**config.mk**
```make
export PLATFORM = sky130hd
export DESIGN_NAME = phase_diff_fdisc
export DESIGN_NICKNAME = d
export VERILOG_FILES = /design/src/rtl/fd_pkg.sv /design/src/rtl/fd_delay_line.sv /design/src/rtl/fd_err_shaper.sv /design/src/rtl/fd_afc_weight.sv /design/src/rtl/phase_diff_fdisc.sv
export SDC_FILE = /design/constraint.sdc
export NUM_CORES = 1
export LEC_CHECK = 0
export ABC_AREA = 1
export BUFFER_PORTS_ARGS = -buffer_cell sky130_fd_sc_hd__buf_4
export CORE_ASPECT_RATIO = 1.5
export CORE_UTILIZATION = 62
export DETAILED_ROUTE_END_ITERATION = 8
export PLACE_DENSITY = 0.85
export RECOVER_POWER = 100
export SYNTH_ARGS = -nofsm -noshare
export SYNTH_HDL_FRONTEND = slang
export SYNTH_SLANG_ARGS = --single-unit
```
**constraint.sdc**
```tcl
create_clock -name clk -period 10.91 [get_ports clk]
set_clock_uncertainty 0.1 [all_clocks]
set_input_delay 1.091 -clock clk [delete_from_list [all_inputs] [get_ports clk]]
set_output_delay 1.091 -clock clk [all_outputs]
set_load 0.01 [all_outputs]
```
**src/rtl/fd_pkg.sv**
```systemverilog
package fd_pkg;
   localparam int FD_PH_W  = 10;
   localparam int FD_DEPTH = 16;
   localparam int FD_SH_W  = 4;
   localparam int FD_WGT_W = 8;
   localparam int FD_AFC_W = 16;
endpackage

```
**src/rtl/fd_delay_line.sv**
```systemverilog
module fd_delay_line #(
   parameter  int W     = 10,
   parameter  int DEPTH = 16,
   localparam int SEL_W = $clog2(DEPTH),
   localparam int CNT_W = $clog2(DEPTH + 1)
) (
   input  logic             clk,
   input  logic             rst_n,
   input  logic             adv,
   input  logic [W-1:0]     din,
   input  logic [SEL_W-1:0] sel,
   output logic [W-1:0]     dout,
   output logic             filled
);
   if (DEPTH < 2 || (1 << SEL_W) != DEPTH) begin : g_bad_depth
      $error("fd_delay_line: DEPTH must be a power of two of at least 2");
   end

   logic [W-1:0]     taps [DEPTH];
   logic [CNT_W-1:0] cnt;

   for (genvar g = 0; g < DEPTH; g++) begin : g_tap
      logic [W-1:0] q;
      logic [W-1:0] d;
      if (g == 0) begin : g_head
         assign d = din;
      end else begin : g_body
         assign d = taps[g-1];
      end
      always_ff @(posedge clk or negedge rst_n) begin
         if (!rst_n)   q <= '0;
         else if (adv) q <= d;
      end
      assign taps[g] = q;
   end

   always_ff @(posedge clk or negedge rst_n) begin
      if (!rst_n)
         cnt <= '0;
      else if (adv && cnt != CNT_W'(DEPTH))
         cnt <= cnt + 1'b1;
   end

   assign dout   = taps[sel];
   assign filled = cnt > CNT_W'(sel);
endmodule

```
**src/rtl/fd_err_shaper.sv**
```systemverilog
module fd_err_shaper #(
   parameter  int IN_W  = 10,
   parameter  int SH_W  = 4,
   localparam int OUT_W = IN_W + 1
) (
   input  logic [IN_W-1:0]         freq,
   input  logic [IN_W-1:0]         off,
   input  logic [SH_W-1:0]         sh,
   output logic signed [OUT_W-1:0] err
);
   if (IN_W < 2 || SH_W < 1) begin : g_bad_w
      $error("fd_err_shaper: widths too small");
   end

   logic signed [OUT_W-1:0] sum;

   assign sum = $signed({freq[IN_W-1], freq}) + $signed({off[IN_W-1], off});
   assign err = sum >>> sh;
endmodule

```
**src/rtl/fd_afc_weight.sv**
```systemverilog
module fd_afc_weight #(
   parameter  int IN_W  = 11,
   parameter  int WGT_W = 8,
   parameter  int OUT_W = 16,
   parameter  bit SAT   = 1'b1,
   localparam int P_W   = IN_W + WGT_W
) (
   input  logic signed [IN_W-1:0]  err,
   input  logic [WGT_W-1:0]        wgt,
   output logic signed [OUT_W-1:0] afc
);
   if (OUT_W > P_W || OUT_W > 62 || OUT_W < 2) begin : g_bad_w
      $error("fd_afc_weight: OUT_W must lie between 2 and the product width");
   end

   logic signed [P_W-1:0] prod;
   assign prod = P_W'(err) * P_W'($signed(wgt));

   if (SAT) begin : g_sat
      localparam logic signed [P_W-1:0] HI = P_W'((64'sd1 <<< (OUT_W - 1)) - 64'sd1);
      localparam logic signed [P_W-1:0] LO = -HI - P_W'(1);
      always_comb begin
         if (prod > HI)      afc = OUT_W'(HI);
         else if (prod < LO) afc = OUT_W'(LO);
         else                afc = prod[OUT_W-1:0];
      end
   end else begin : g_wrap
      assign afc = prod[OUT_W-1:0];
   end
endmodule

```
**src/rtl/phase_diff_fdisc.sv**
```systemverilog
module phase_diff_fdisc
   import fd_pkg::*;
#(
   parameter  int PH_W    = FD_PH_W,
   parameter  int DEPTH   = FD_DEPTH,
   parameter  int SH_W    = FD_SH_W,
   parameter  int WGT_W   = FD_WGT_W,
   parameter  int AFC_W   = FD_AFC_W,
   parameter  bit AFC_SAT = 1'b1,
   localparam int LAG_W   = $clog2(DEPTH),
   localparam int ERR_W   = PH_W + 1
) (
   input  logic             clk,
   input  logic             rst_n,
   input  logic             smp_vld,
   input  logic [PH_W-1:0]  smp_phase,
   input  logic [LAG_W-1:0] cfg_lag,
   input  logic [PH_W-1:0]  cfg_offset,
   input  logic [SH_W-1:0]  cfg_shift,
   input  logic [WGT_W-1:0] cfg_weight,
   input  logic             cfg_afc_en,
   output logic [PH_W-1:0]  freq_out,
   output logic             freq_vld,
   output logic [ERR_W-1:0] ferr_out,
   output logic             ferr_vld,
   output logic [AFC_W-1:0] afc_out,
   output logic             afc_vld
);
   logic [PH_W-1:0]         dly;
   logic                    filled;
   logic [PH_W-1:0]         diff;
   logic signed [ERR_W-1:0] err_c;
   logic signed [AFC_W-1:0] afc_c;
   logic                    out_vld;
   logic                    take;

   fd_delay_line #(.W(PH_W), .DEPTH(DEPTH)) hist_i (
      .clk(clk), .rst_n(rst_n), .adv(smp_vld), .din(smp_phase),
      .sel(cfg_lag), .dout(dly), .filled(filled)
   );

   // modulo-2^PH_W difference: wraps the short way round the circle
   assign diff = smp_phase - dly;
   assign take = smp_vld && filled;

   fd_err_shaper #(.IN_W(PH_W), .SH_W(SH_W)) shp_i (
      .freq(diff), .off(cfg_offset), .sh(cfg_shift), .err(err_c)
   );

   fd_afc_weight #(.IN_W(ERR_W), .WGT_W(WGT_W), .OUT_W(AFC_W), .SAT(AFC_SAT)) wgt_i (
      .err(err_c), .wgt(cfg_weight), .afc(afc_c)
   );

   always_ff @(posedge clk or negedge rst_n) begin
      if (!rst_n) begin
         out_vld  <= 1'b0;
         freq_out <= '0;
         ferr_out <= '0;
         afc_out  <= '0;
      end else begin
         out_vld <= take;
         if (take) begin
            freq_out <= diff;
            ferr_out <= err_c;
            afc_out  <= cfg_afc_en ? afc_c : '0;
         end
      end
   end

   assign freq_vld = out_vld;
   assign ferr_vld = out_vld;
   assign afc_vld  = out_vld;
endmodule

```
==> results.sh, run 1 <==
export IMPL_hold_viol_final=0
export IMPL_antenna_found_initial=0
export IMPL_synth_cell_types=44
export IMPL_clockBufferDepth=3
export IMPL_synth_nets=1891
export IMPL_area_growth_pct=8.71
export IMPL_final_setup_viol_count=0
export IMPL_dieArea_mm2=0.0227
export IMPL_startpoint_type="input port"
export IMPL_ctsHoldBuffers=0
export IMPL_finish_net_count=1927
export IMPL_worst_path_largest_cell_delay_ns=0.58
export IMPL_setup_slack_ns=0.931
export IMPL_cp_data_required_time_ns=11.19
export IMPL_crit_fanout=87
export IMPL_post_cts_buffers=0
export IMPL_port_buffers=79
export IMPL_synthTopCellsByArea="dfrtp_1, fa_1, nand2_1"
export IMPL_synthesis_instances=1716
export IMPL_finalMaxSlewViolations=580
export IMPL_tns_ns=0
export IMPL_ant_nets=0
export IMPL_cts_tree="done"
export IMPL_failed_checks="max-capacitance violations, max-slew violations"
export IMPL_drt_iter0_markers=715
export IMPL_post_place_cells=2001
export IMPL_critical_path_slowest_cell="buf_4"
export IMPL_die_w_um=123
export IMPL_drc_errors=0
export IMPL_track_usage_pct=30.7
export IMPL_period_share_pct=91.5
export IMPL_place_congestion=0.973
export IMPL_grt_pass1_wl_um=54500
export IMPL_netlist_area_leader_share_pct=37.2
export IMPL_vias_per_cell=5.66
export IMPL_grt_pass1_vias=11600
export IMPL_cts_htree_levels=1
export IMPL_min_period_ns=9.98
export IMPL_ios=80
export IMPL_tightestPinTransition_ns=4.21
export IMPL_vias=11500
export IMPL_totalWireLength_um=32800
export IMPL_endpoint_kind="flip-flop"
export IMPL_dp_hpwl_um=23600
export IMPL_first_pass_iters=5
export IMPL_ys_seq_area_share_pct=37.2
export IMPL_syn_cell_area_mm2=0.0137
export IMPL_worstHoldPathType="reg -> reg"
export IMPL_cts_clk_slew_worst_paths_ns=0.06
export IMPL_status="finished, violations left"
export IMPL_numCtsBuffers=21
export IMPL_instances_no_fill=2038
export IMPL_cts_resized=0
export IMPL_core_mm2=0.0216
export IMPL_root_buffer="clkbuf_16"
export IMPL_synth_top_cell_by_area="dfrtp_1"
export IMPL_synth_seq_cells=203
export IMPL_grt_setup_unrepaired="false"
export IMPL_initial_core_util_pct=63.2
export IMPL_preCtsSetupSlack_ns=0.826
export IMPL_diodes=0
export IMPL_stdcell_area_mm2=0.0149
export IMPL_fp_dieH_um=184
export IMPL_crit_path_frequent_cell="nand2_1"
export IMPL_synth_main_ff_cell="dfrtp_1"
export IMPL_cap_violations=7
export IMPL_final_layout_size_suffix_gt1_share_pct=6.74
export IMPL_grt_max_degree=111
export IMPL_fillers=1782
export IMPL_grt_overflow=0
export IMPL_insertion_delay_ns=0.51
export IMPL_wl_per_cell_um=16.1
export IMPL_rows=66
export IMPL_synth_edf_count=0
export IMPL_avgSynthCellArea_um2=7.97
export IMPL_cp_arrival_ns=10.25
export IMPL_slew_headroom_pct=-180
export IMPL_synth_warnings=0
export IMPL_critPathKind="in -> reg"
export IMPL_clock_sinks=203
export IMPL_placed_cell_area_mm2=0.0144
export IMPL_synthArstFlopShare_pct=100
export IMPL_fmax_mhz=100
-- cell usage in the layout (no fill, tap or decap), types with 3 or more instances in the layout --
cell type,synthesis,routed
nand2_1,314,318
inv_1,263,264
dfrtp_1,203,203
o21ai_0,194,201
a21oi_1,169,169
nor2_1,168,168
fa_1,75,75
ha_1,60,60
clkbuf_1,49,48
nand3_1,46,45
buf_4,4,44
clkbuf_16,0,21
xor2_1,20,20
o221ai_1,17,17
xnor2_1,15,15
mux2_2,12,12
nand2_2,12,8
clkinv_1,7,7
a31oi_1,6,6
nand4_1,4,4
inv_2,5,4
o21bai_1,4,4
nand3_2,3,4
o22ai_1,4,4
o21ai_2,6,4
clkinv_2,0,4
clkbuf_8,2,4
nor3_1,3,3
o211ai_1,3,3
o21ai_1,8,3
inv_6,0,3
-- metal layers --
layer | GRT usage [%] | vias to the layer above | wire (um)
met5 | 0 | - | 0
met4 | 17.6 | 0 | 1910
met3 | 4.37 | 120 | 1660
met2 | 55.2 | 357 | 17200
met1 | 33.9 | 5540 | 12000
li1 | - | 5515 | -
-- layout make-up --
class	count	area, um2	area share [%]
clock inverter	10	114	0.766
timing repair buffer	91	508	3.42
tap	272	340	2.29
inverter	275	1030	6.95
sequential	203	5080	34.2
clock buffer	27	588	3.96
multi-input combinational	1160	7200	48.4
-- sequential cells by signal (all words and copies together), names as in the netlist --
name	count
hist_i.g_tap.q	150
hist_i.g_tap.d	10
afc_vld	1
hist_i.cnt	5
freq_out	10
afc_out	16
ferr_out	11
-- metrics by stage --
step           utilization, %  hold WS [ns]
6_report                 68.7         0.378
5_1_grt                  68.7         0.394
4_1_cts                  69.6         0.381
3_5_place_dp             66.4         0.367
3_3_place_gp             66.4         0.355
2_1_floorplan               -         0.350
-- cells in the mapped netlist, drive strengths merged, types with 3 or more instances --
cell type	instances
o22ai	4
o211ai	3
nand2	327
or2	3
clkinv	7
mux2	12
o221ai	17
xnor2	15
nor2	169
nand4	4
a21oi	170
xor2	20
dfrtp	203
buf	27
clkbuf	51
o21bai	5
nor3	3
a31oi	6
o21ai	210
inv	268
nand3	49
fa	75
ha	60
-- final timing paths --
kind / depth (start not counted) / slack [ns] / endpoint / start
max: 44 / 0.93 / afc_out[3]$_DFFE_PN0P_ / cfg_lag[0]
min: 2 / 0.38 / hist_i.g_tap[14].q[3]$_DFFE_PN0P_ / hist_i.g_tap[13].q[3]$_DFFE_PN0P_
max reg2reg: 45 / 1.93 / afc_out[3]$_DFFE_PN0P_ / hist_i.g_tap[10].d[0]$_DFFE_PN0P_
min reg2reg: 2 / 0.38 / hist_i.g_tap[14].q[3]$_DFFE_PN0P_ / hist_i.g_tap[13].q[3]$_DFFE_PN0P_
max in group asynchronous: 3 / 3.06 / hist_i.g_tap[7].q[1]$_DFFE_PN0P_ / rst_n
min in group asynchronous: 1 / 1.95 / freq_out[5]$_DFFE_PN0P_ / rst_n
-- logic make-up (layout without fill, tap and decap cells) --
logic type	count (synthesis)	in the layout	share of synthesized area (%)
compound gates	420	420	16.6
xor+xnor	35	35	2.24
fa+ha+maj	135	135	16.5
buf+inv	353	403	10.1
flops	203	203	37.2
mux	13	13	1.06
simple gates	557	557	16.3
-- worst max-delay path: cells and delay by family --
kind / cells / cell delay, ns
fa+ha+maj: 7 / 3.11
xor+xnor: 2 / 0.44
simple gates: 14 / 1.93
compound gates: 12 / 2.21
buf+inv: 9 / 1.36
Power of run 1 is left out: the tool's default activity adds up to more than one toggle a clock period on the data nets, which glitch-free logic cannot reach.
==> run 2: changes to the inputs <==
Settings changed: CELL_PAD_IN_SITES_DETAIL_PLACEMENT set to 1, CELL_PAD_IN_SITES_GLOBAL_PLACEMENT set to 1, CORE_UTILIZATION 62 to 47, PLACE_DENSITY 0.85 to not set, PLACE_DENSITY_LB_ADDON set to 0.1.
==> results.sh, run 2 (synthesis gave the netlist of run 1 again) <==
export IMPL_area_growth_pct=9.93
export IMPL_rows=76
export IMPL_cts_tree="done"
export IMPL_root_buffer="clkbuf_16"
export IMPL_layout_commonest_cell="nand2_1"
export IMPL_worst_path_largest_cell_delay_ns=0.56
export IMPL_failed_checks="max-capacitance violations, max-slew violations"
export IMPL_globalRouteMet2Util_pct=50.9
export IMPL_antenna_found_initial=0
export IMPL_drc_errors=0
export IMPL_insertion_delay_ns=0.51
export IMPL_numCtsBuffers=22
export IMPL_cts_clk_slew_worst_paths_ns=0.06
export IMPL_slew_headroom_pct=-255
export IMPL_diodes=0
export IMPL_place_congestion=0.958
export IMPL_clockBufferDepth=3
export IMPL_fp_dieH_um=211
export IMPL_initial_core_util_pct=47.8
export IMPL_seq_area_mm2=0.00508
export IMPL_largest_reg_flops=150
export IMPL_reg2reg_from="hist_i.g_tap[10].d[0]$_DFFE_PN0P_"
export IMPL_period_share_pct=91.7
export IMPL_endpoint_kind="flip-flop"
export IMPL_final_layout_size_suffix_gt1_share_pct=6.84
export IMPL_ctsHoldBuffers=0
export IMPL_port_buffers=79
export IMPL_die_w_um=141
export IMPL_cp_arrival_ns=10.30
export IMPL_status="finished, violations left"
export IMPL_regMostFlops="hist_i.g_tap.q"
export IMPL_worstHoldPathType="reg -> reg"
export IMPL_hold_viol_final=0
export IMPL_min_period_ns=10.01
export IMPL_ant_nets=0
export IMPL_grt_max_degree=144
export IMPL_clock_sinks=203
export IMPL_grt_pass1_vias=12400
export IMPL_reg_top3="hist_i.g_tap.q (150), afc_out (16), ferr_out (11)"
export IMPL_vias_per_cell=5.30
export IMPL_cp_data_required_time_ns=11.20
export IMPL_finalMaxSlewViolations=525
export IMPL_multi_input_area_mm2=0.00720
export IMPL_critPathKind="in -> reg"
export IMPL_dieArea_mm2=0.0298
export IMPL_totalWireLength_um=36600
export IMPL_first_pass_iters=4
export IMPL_ios=80
export IMPL_cap_violations=6
export IMPL_grt_setup_unrepaired="false"
export IMPL_crit_path_frequent_cell="nand2_1"
export IMPL_hp_start="hist_i.g_tap[6].q[9]$_DFFE_PN0P_"
export IMPL_grt_pass1_wl_um=61700
export IMPL_post_cts_buffers=0
export IMPL_path_buf_inv=8
export IMPL_layout_common_cells="nand2_1, inv_1, dfrtp_1"
export IMPL_wl_per_cell_um=17.0
export IMPL_grt_busiest_layer="met2"
export IMPL_startpoint="cfg_lag[1]"
export IMPL_grt_overflow=0
export IMPL_crit_fanout=38
export IMPL_finish_net_count=1928
export IMPL_drt_iter0_markers=372
export IMPL_final_setup_viol_count=0
export IMPL_cts_resized=0
export IMPL_vias=11400
export IMPL_core_mm2=0.0286
export IMPL_grtUsageMet1_pct=28.0
export IMPL_tns_ns=0
export IMPL_cp_top_family="adder cells"
export IMPL_cts_htree_levels=1
export IMPL_dp_hpwl_um=27400
export IMPL_fmax_mhz=99.9
export IMPL_grt_use_met3_pct=2.47
export IMPL_track_usage_pct=26.2
export IMPL_startpoint_type="input port"
export IMPL_fillers=3547
export IMPL_critical_path_slowest_cell="fa_1"
export IMPL_tightestPinTransition_ns=5.32
-- run 2: cell types whose count changed in the layout (fill, tap and decap cells not counted) --
cell       previous run  this run
a21boi_0              1         0
a21boi_1              0         1
buf_12                0         1
buf_4                44        43
bufinv_16             2         1
clkbuf_1             48        52
clkbuf_16            21        23
clkbuf_8              4         2
clkinv_2              4         6
inv_6                 3         1
nand2_1             318       315
nand2_2               8        11
-- run 2: final cells by class --
class	count	share of cell area (%)
flip-flops and latches	203	33.8
well taps	390	3.25
inverters	275	6.87
clock buffers	31	4.16
repair buffers	91	3.46
multi-input cells	1160	47.9
clock inverters	9	0.508
-- run 2: final timing paths --
kind | end | slack (ns) | cells after the start
hold / removal | hist_i.g_tap[7].q[9]$_DFFE_PN0P_ | 0.38 | 2
hold reg to reg | hist_i.g_tap[7].q[9]$_DFFE_PN0P_ | 0.38 | 2
setup reg to reg | afc_out[3]$_DFFE_PN0P_ | 1.96 | 48
setup / recovery | afc_out[3]$_DFFE_PN0P_ | 0.90 | 48
min in group asynchronous | ferr_out[9]$_DFFE_PN0P_ | 2.33 | 1
max in group asynchronous | afc_out[10]$_DFFE_PN0P_ | 2.80 | 3
-- run 2: metal layers --
| metal | up-vias | share of wire, % |
|---|---|---|
| li1 | 5522 | - |
| met2 | 156 | 56 |
| met1 | 5681 | 37 |
| met5 | - | 0 |
| met3 | 82 | 2.3 |
| met4 | 0 | 4.7 |
-- run 2: through the flow --
stage | hold slack (ns) | utilization [%] | area, um2 | cells | setup slack [ns]
3_5_place_dp | 0.367 | 50.7 | 14500 | 2119 | 0.588
4_1_cts | 0.383 | 53.2 | 15200 | 2159 | 1.07
3_3_place_gp | 0.360 | 50.7 | 14500 | 2119 | 0.847
6_report | 0.376 | 52.5 | 15000 | 2159 | 0.902
2_1_floorplan | 0.350 | - | 13700 | 1716 | 1.74
5_1_grt | 0.402 | 52.5 | 15000 | 2159 | 0.207
-- run 2: worst register-to-register path, delay by kind of cell, from the launching register on --
kind                     cells  cell delay, ns
flip-flops                   1            0.32
AO/OA/AOI/OAI               13            1.89
adder cells (fa/ha/maj)      8            3.39
buffers and inverters        7            0.65
AND/OR/NAND/NOR             18            2.09
XOR/XNOR                     2            0.39
Power of run 2 is left out for the same reason.
==> run 3: changes to the inputs <==
Settings changed: ABC_AREA 1 to not set, CORE_MARGIN set to 5, CORE_UTILIZATION 47 to 51, SLEW_MARGIN set to 20.
==> results.sh, run 3 <==
export IMPL_synthMuxAreaShare_pct=23.5
export IMPL_worstHoldEndpoint="ferr_out[5]$_DFFE_PN0P_"
export IMPL_period_share_pct=95.0
export IMPL_syn_cell_area_mm2=0.0136
export IMPL_layout_common_cells="dfrtp_1, mux2_2, inv_1"
export IMPL_crit_path_frequent_cell="fa_1"
export IMPL_critical_path_slowest_cell="fa_1"
export IMPL_reg_top3="hist_i.g_tap.q (150), afc_out (16), ferr_out (11)"
export IMPL_drc_errors=0
export IMPL_diodes=0
export IMPL_fmax_mhz=96.5
export IMPL_hold_viol_final=0
export IMPL_synth_nets=1296
export IMPL_place_congestion=0.872
export IMPL_r2r_end="afc_out[9]$_DFFE_PN0P_"
export IMPL_critPathKind="in -> reg"
export IMPL_track_usage_pct=23.2
export IMPL_startpoint_type="input port"
export IMPL_finish_net_count=1382
export IMPL_synth_top_cell_by_area="dfrtp_1"
export IMPL_hold_ws_ns=0.384
export IMPL_fillers=2734
export IMPL_synthTopCellsByCount="dfrtp_1, mux2_2, inv_1"
export IMPL_fp_dieH_um=210
export IMPL_finalMaxSlewViolations=412
export IMPL_ant_nets=0
export IMPL_ctsHoldBuffers=0
export IMPL_synthTopCellsByArea="dfrtp_1, mux2_2, fa_1"
export IMPL_vias_per_cell=5.76
export IMPL_grt_pass1_vias=10300
export IMPL_cts_htree_levels=1
export IMPL_synth_warnings=0
export IMPL_worst_path_largest_cell_delay_ns=0.57
export IMPL_dieArea_mm2=0.0302
export IMPL_r2r_cells=35
export IMPL_endpoint_kind="flip-flop"
export IMPL_clock_sinks=203
export IMPL_area_growth_pct=12.5
export IMPL_synth_compound_area_share_pct=7.82
export IMPL_cts_clk_slew_worst_paths_ns=0.07
export IMPL_regMostFlops="hist_i.g_tap.q"
export IMPL_grt_pass1_wl_um=55600
export IMPL_synth_fa_ha_area_share_pct=16.5
export IMPL_r2r_slack_ns=1.04
export IMPL_layout_commonest_cell="dfrtp_1"
export IMPL_min_period_ns=10.36
export IMPL_final_setup_viol_count=0
export IMPL_synth_edf_count=0
export IMPL_first_pass_iters=4
export IMPL_cts_tree="done"
export IMPL_cap_violations=5
export IMPL_port_buffers=79
export IMPL_root_buffer="clkbuf_16"
export IMPL_grt_setup_unrepaired="false"
export IMPL_initial_core_util_pct=51.5
export IMPL_grt_max_degree=131
export IMPL_slew_headroom_pct=-356
export IMPL_numCtsBuffers=22
export IMPL_drt_iter0_markers=362
export IMPL_cp_arrival_ns=10.64
export IMPL_dp_hpwl_um=24800
export IMPL_final_layout_size_suffix_gt1_share_pct=29.3
export IMPL_core_mm2=0.0265
export IMPL_insertion_delay_ns=0.53
export IMPL_cp_data_required_time_ns=11.19
export IMPL_ios=80
export IMPL_totalWireLength_um=33100
export IMPL_synthArstFlopShare_pct=100
export IMPL_status="finished, violations left"
export IMPL_holdPathStages=2
export IMPL_grt_overflow=0
export IMPL_clockBufferDepth=3
export IMPL_yosys_area_share_simple_pct=7.13
export IMPL_vias=8979
export IMPL_antenna_found_initial=0
export IMPL_synthesis_instances=1121
export IMPL_ys_seq_area_share_pct=37.2
export IMPL_die_w_um=144
export IMPL_rows=73
export IMPL_crit_fanout=11
export IMPL_synth_xor_area_share_pct=2.12
export IMPL_yosysMostFrequentCell="dfrtp_1"
export IMPL_worstHoldPathType="reg -> reg"
export IMPL_synth_main_ff_cell="dfrtp_1"
export IMPL_synth_seq_cells=203
export IMPL_netlist_area_leader_share_pct=37.2
export IMPL_avgSynthCellArea_um2=12.2
export IMPL_largest_reg_flops=150
export IMPL_tightestPinTransition_ns=6.84
export IMPL_failed_checks="max-capacitance violations, max-slew violations"
export IMPL_hp_start="ferr_out[5]$_DFFE_PN0P_"
export IMPL_synth_cell_types=71
export IMPL_reg2reg_from="hist_i.g_tap[10].q[1]$_DFFE_PN0P_"
export IMPL_wl_per_cell_um=21.3
export IMPL_synth_top_family_by_area="multiplexers"
[run 3: per-layer routing]
layer  GRT usage, %  routed length [um]  vias to the layer above
li1               -                   -                     4088
met1           27.2               12400                     4729
met2           44.8               19200                      105
met3           2.16                 715                       57
met4           6.21                 834                        0
met5              0                   0                        -
[run 3: worst max-delay path: cells and delay by family]
| kind | cells | cell delay, ns |
|---|---|---|
| xor gates and xnor gates | 2 | 0.46 |
| AOI/OAI and AO/OA | 12 | 2.77 |
| muxes | 3 | 1.52 |
| adders and majority gates | 7 | 3.11 |
| buffers and inverters | 5 | 0.57 |
| and+or+nand+nor | 7 | 1.13 |
[run 3: cell type report]
class	instances	area (um2)	share of cell area (%)
Multi-Input combinational cell	722	7840	51.1
Inverter	138	518	3.38
Clock buffer	32	648	4.23
Timing Repair Buffer	120	754	4.92
Sequential cell	203	5080	33.1
Tap cell	337	422	2.75
Clock inverter	7	81.3	0.530
[run 3: kinds of logic after synthesis]
family | count (synthesis)
AOI/OAI and AO/OA | 140
xor gates and xnor gates | 33
adders and majority gates | 135
buffers and inverters | 196
DFF | 203
muxes | 229
and+or+nand+nor | 185
[run 3: timing repair]
action,4_1_cts,5_1_grt
setup buffers,0,1
gates resized for setup,0,11
setup endpoints to repair,0,16
[run 3: worst max path at each step]
| stage | from | to | slack, ns |
|---|---|---|---|
| after floorplan | cfg_lag[0] | afc_out[11]$_DFFE_PN0P_ | 0.15 |
| after CTS | cfg_lag[0] | afc_out[9]$_DFFE_PN0P_ | 0.18 |
| after global placement | cfg_lag[0] | afc_out[0]$_DFFE_PN0P_ | -0.20 |
| after detailed placement | cfg_lag[0] | afc_out[9]$_DFFE_PN0P_ | -0.32 |
| final | cfg_lag[0] | afc_out[9]$_DFFE_PN0P_ | 0.55 |
| after global routing | cfg_lag[0] | afc_out[1]$_DFFE_PN0P_ | 0.02 |
[run 3: through the flow]
| stage | instances | utilization, % | setup TNS [ns] | cell area (um2) | setup WS (ns) |
|---|---|---|---|---|---|
| 2_1_floorplan | 1121 | - | 0 | 13600 | 0.153 |
| 3_3_place_gp | 1519 | 55.7 | -2.89 | 14700 | -0.196 |
| 3_5_place_dp | 1519 | 55.7 | -4.61 | 14700 | -0.319 |
| 4_1_cts | 1558 | 58.4 | 0 | 15500 | 0.184 |
| 5_1_grt | 1559 | 57.9 | 0 | 15300 | 0.0209 |
| 6_report | 1559 | 57.9 | 0 | 15300 | 0.551 |
Power of run 3 is left out for the same reason.
